<file path="config.mk">
export PLATFORM = sky130hd
export DESIGN_NAME = fcfs_arb
export DESIGN_NICKNAME = d
export VERILOG_FILES = /design/src/rtl/fcfs_arb_pkg.sv /design/src/rtl/fcfs_age_order.sv /design/src/rtl/fcfs_winner.sv /design/src/rtl/fcfs_arb.sv
export SDC_FILE = /design/constraint.sdc
export NUM_CORES = 1
export LEC_CHECK = 0
export ABC_AREA = 1
export BUFFER_PORTS_ARGS = -buffer_cell sky130_fd_sc_hd__clkbuf_2
export CORE_UTILIZATION = 48
export DETAILED_ROUTE_END_ITERATION = 16
export PLACE_DENSITY = 0.72
export SLEW_MARGIN = 30
export SYNTH_ARGS = -nofsm -noshare
export SYNTH_HDL_FRONTEND = slang
export SYNTH_SLANG_ARGS = --single-unit
</file>
<file path="constraint.sdc">
create_clock -name clk_i -period 1.05 [get_ports clk_i]
set_input_delay 0.105 -clock clk_i [delete_from_list [all_inputs] [get_ports clk_i]]
set_output_delay 0.105 -clock clk_i [all_outputs]
set_load 0.01 [all_outputs]
</file>
<file path="src/rtl/fcfs_arb_pkg.sv">
package fcfs_arb_pkg;

  // Width of a binary client index for n clients (at least one bit).
  function automatic int unsigned idx_w(input int unsigned n);
    return (n <= 1) ? 1 : $clog2(n);
  endfunction

endpackage

</file>
<file path="src/rtl/fcfs_age_order.sv">
// Pairwise age relation. older_o[i][j] set means client i is ahead of j.
// Clients that are idle or were just granted move to the young end:
// idle ones by index, the granted one last.
module fcfs_age_order #(
  parameter int unsigned N = 4
) (
  input  logic                clk_i,
  input  logic                rst_ni,
  input  logic [N-1:0]        req_i,
  input  logic [N-1:0]        win_i,
  output logic [N-1:0][N-1:0] older_o
);

  logic [N-1:0][N-1:0] older_q;
  logic [N-1:0][N-1:0] older_d;
  logic [N-1:0]        move;

  assign move = ~req_i | win_i;

  for (genvar gi = 0; gi < N; gi++) begin : g_row
    for (genvar gj = 0; gj < N; gj++) begin : g_col
      localparam bit LowIdx = (gi < gj);
      if (gi == gj) begin : g_diag
        assign older_d[gi][gj] = 1'b0;
      end else begin : g_pair
        always_comb begin
          if (!move[gi] && !move[gj]) begin
            older_d[gi][gj] = older_q[gi][gj];
          end else if (!move[gi]) begin
            older_d[gi][gj] = 1'b1;
          end else if (!move[gj]) begin
            older_d[gi][gj] = 1'b0;
          end else begin
            older_d[gi][gj] = win_i[gj] | (!win_i[gi] & LowIdx);
          end
        end
      end
    end
  end

  always_ff @(posedge clk_i or negedge rst_ni) begin
    if (!rst_ni) begin
      for (int i = 0; i < N; i++) begin
        for (int j = 0; j < N; j++) begin
          older_q[i][j] <= (i < j);
        end
      end
    end else begin
      older_q <= older_d;
    end
  end

  assign older_o = older_q;

endmodule

</file>
<file path="src/rtl/fcfs_winner.sv">
// Combinational pick: the requester that is ahead of every other requester.
module fcfs_winner #(
  parameter int unsigned N     = 4,
  parameter int unsigned IDX_W = 2
) (
  input  logic [N-1:0]        req_i,
  input  logic [N-1:0][N-1:0] older_i,
  output logic [N-1:0]        win_o,
  output logic [IDX_W-1:0]    idx_o
);

  for (genvar gi = 0; gi < N; gi++) begin : g_cand
    logic [N-1:0] beats;
    for (genvar gj = 0; gj < N; gj++) begin : g_vs
      assign beats[gj] = ~req_i[gj] | older_i[gi][gj] | (gi == gj);
    end
    assign win_o[gi] = req_i[gi] & (&beats);
  end

  always_comb begin
    idx_o = '0;
    for (int k = 0; k < N; k++) begin
      if (win_o[k]) begin
        idx_o = idx_o | IDX_W'(k);
      end
    end
  end

endmodule

</file>
<file path="src/rtl/fcfs_arb.sv">
module fcfs_arb #(
  parameter int unsigned N_CLIENTS = 4
) (
  input  logic                                            clk_i,
  input  logic                                            rst_ni,
  input  logic [N_CLIENTS-1:0]                            req_i,
  output logic [N_CLIENTS-1:0]                            gnt_o,
  output logic                                            gnt_vld_o,
  output logic [fcfs_arb_pkg::idx_w(N_CLIENTS)-1:0]       gnt_idx_o
);

  localparam int unsigned IDX_W = fcfs_arb_pkg::idx_w(N_CLIENTS);

  logic [N_CLIENTS-1:0][N_CLIENTS-1:0] older;
  logic [N_CLIENTS-1:0]                win;
  logic [IDX_W-1:0]                    win_idx;

  logic [N_CLIENTS-1:0] gnt_q;
  logic                 vld_q;
  logic [IDX_W-1:0]     idx_q;

  fcfs_age_order #(.N(N_CLIENTS)) u_age (
    .clk_i   (clk_i),
    .rst_ni  (rst_ni),
    .req_i   (req_i),
    .win_i   (win),
    .older_o (older)
  );

  fcfs_winner #(.N(N_CLIENTS), .IDX_W(IDX_W)) u_pick (
    .req_i   (req_i),
    .older_i (older),
    .win_o   (win),
    .idx_o   (win_idx)
  );

  always_ff @(posedge clk_i or negedge rst_ni) begin
    if (!rst_ni) begin
      gnt_q <= '0;
      vld_q <= 1'b0;
      idx_q <= '0;
    end else begin
      gnt_q <= win;
      vld_q <= |req_i;
      idx_q <= win_idx;
    end
  end

  assign gnt_o     = gnt_q;
  assign gnt_vld_o = vld_q;
  assign gnt_idx_o = idx_q;

endmodule

</file>
==> qor.txt <==
antenna violations before repair -> 0
Routed WL -> 1.60 mm
LEAKAGE -> 0.621 nW
die area -> 1980 um^2
mapped cell area -> 868 um^2
hold slack final -> 0.158 ns
core area -> 1710 um^2
max_slew headroom -> 71.1%
share of post-route cells with drive strength above 1 -> 35.4%
CP Max Fanout -> 5
Diodes inserted -> 0
NumNets Final -> 137
Iteration-0 DRC Markers -> 14
Syn. warnings -> 0
Top-Level Pins -> 13
Worst Hold Class -> primary input to flip-flop
Max Cap Violations -> 0
worst setup margin -> -0.105 ns
clk buf depth -> 2
final hold violations -> 0
Buffers on Ports -> 12
Tot Pwr -> 0.00184 W
CTS clk-pin slew, worst paths -> 0.10 ns
Final Cycle Share -> 110%
Peak VDD IR -> 0.00106 V
most common cell after layout, fill and taps aside -> nand2_1
synthesis-to-finish area growth -> 23.2%
CP Capture Type -> flip-flop
post-synthesis sequential area ratio -> 55.6%
vias per inst -> 4.45
final clock skew -> 0.00304 ns
RePlAce Congestion -> 0.903
Slew @ Worst Pin -> 0.434 ns
final cell count without fillers -> 155
Area contributors post-synth -> dfrtp_1, nand2_1, dfstp_2
#FFs+latches synth -> 19
placed instance count -> 150
area leader, netlist -> dfrtp_1
Initial Utilization -> 50.8%
Post-DP HPWL -> 1.12 mm
CTS tree -> done
vias in the first global route -> 613
average size of a mapped cell -> 7.89 um^2
min cycle time layout -> 1.16 ns
GRT overflow -> 0
outcome -> complete, but fails checks
Reg2Reg Depth -> 7
setup violators final -> 14
Tot GR Track Use -> 19.2%
critical path class -> flip-flop to flip-flop
Distinct cells, synth -> 12
drt drc -> 0
area share of the largest cell type after synthesis -> 37.5%
Worst EP arrival -> 1.40 ns
number of core rows -> 15
hold path cells -> 5
detailed-router iteration count before antenna repair -> 6
Startpoint Class -> flip-flop
PwrDens -> 1720 nW/um^2
most frequent cells in the layout -> nand2_1, inv_1, dfrtp_1
WL per Instance -> 10.3 um
Num CTS Buffers -> 3
failing checks -> negative setup slack
via count -> 690
largest net degree at the start of global routing -> 20
CTS H-Tree Depth -> 1
pre-CTS setup slack -> -0.0970 ns
fmax -> 866 MHz
Net Count, Synth -> 116
worst-skew pair later-pin latency -> 0.30 ns
Die W -> 44.5 um
global-route wire length before repair -> 2.62 mm
count of pins over their slew limit -> 0
Fillers -> 144
CTS Sinks -> 19
RSZ-0062 raised after global routing -> yes
synthesized instance count -> 110
CTS root buf -> clkbuf_4
die height -> 44.5 um
data required time of the critical path -> 1.30 ns
DRT antenna net count -> 0
report_power, final:
group	switching [W]	total [W]	internal, W
clock	0.000222	0.000370	0.000148
sequential	0.0000537	0.000950	0.000897
combinational	0.000324	0.000522	0.000198
cell type report:
| cell class | count | area, um^2 | area share, % |
|---|---|---|---|
| clock buffer | 4 | 26.3 | 2.46 |
| inverter | 29 | 111 | 10.4 |
| timing repair buffer | 16 | 100 | 9.36 |
| tap | 25 | 31.3 | 2.92 |
| multi-input combinational | 62 | 318 | 29.7 |
| sequential | 19 | 483 | 45.1 |
per-layer routing:
layer	part of all wire, %	GRT usage (%)	vias to the layer above
met5	0	0	-
met4	3.1	15.8	0
met3	4.8	3.67	4
met2	48	27.4	27
met1	44	25.3	300
li1	-	-	359
timing repair:
item                                    in CTS  in global routing
hold buffers                                 1                  0
endpoints found under the hold margin       13                  0
resized for setup                            8                 13
endpoints found under the setup margin      16                 17
buffers inserted                             0                  0
pin swaps                                    3                 10
state kept, by name (all words and copies together) (netlist names):
signal and flops:
gnt_o 4, gnt_vld_o 1, u_age.older_o 12, gnt_idx_o 2
synthesized netlist by cell type:
master / count
nand2_1: 47
inv_1: 27
dfrtp_1: 13
nand3_1: 7
dfstp_2: 6
nand3_2: 3
nor2_2: 2
clkinv_2: 1
inv_2: 1
nand4_1: 1
nor2_1: 1
nor2_4: 1
logic make-up after synthesis:
group	synth area share [%]
buffers and inverters	12.7
flip-flops	55.6
AND/OR/NAND/NOR	31.7
worst max-delay path, stage by stage, from the launching register on:
cell,delay [ns]
dfstp_2,0.56
inv_2,0.04
nand2_2,0.06
nand3_4,0.10
nor2_4,0.17
nand2_1,0.08
nand2_1,0.06
inv_1,0.04
through the flow:
step | cell area (um^2) | setup TNS (ns) | utilization, %
finish | 1070 | -1.03 | 62.6
CTS | 1030 | -0.948 | 60.6
floorplan | 868 | 0 | -
detailed placement | 982 | -0.889 | 57.5
global route | 1070 | -2.14 | 62.6
global placement | 982 | -0.535 | 57.5
worst paths after layout:
check	from	endpoint	slack (ns)
setup / recovery	u_age.older_o[3]$_DFFE_PN1N_	u_age.older_o[1]$_DFFE_PN1N_	-0.11
hold / removal	req_i[0]	u_age.older_o[2]$_DFFE_PN1N_	0.16
setup reg to reg	u_age.older_o[3]$_DFFE_PN1N_	u_age.older_o[1]$_DFFE_PN1N_	-0.11
hold reg to reg	u_age.older_o[2]$_DFFE_PN1N_	u_age.older_o[2]$_DFFE_PN1N_	0.57
max in group asynchronous	rst_ni	u_age.older_o[6]$_DFFE_PN1N_	0.45
min in group asynchronous	rst_ni	gnt_o[1]$_DFF_PN0_	0.26
Note: power is estimated with default switching activity, not from simulation.
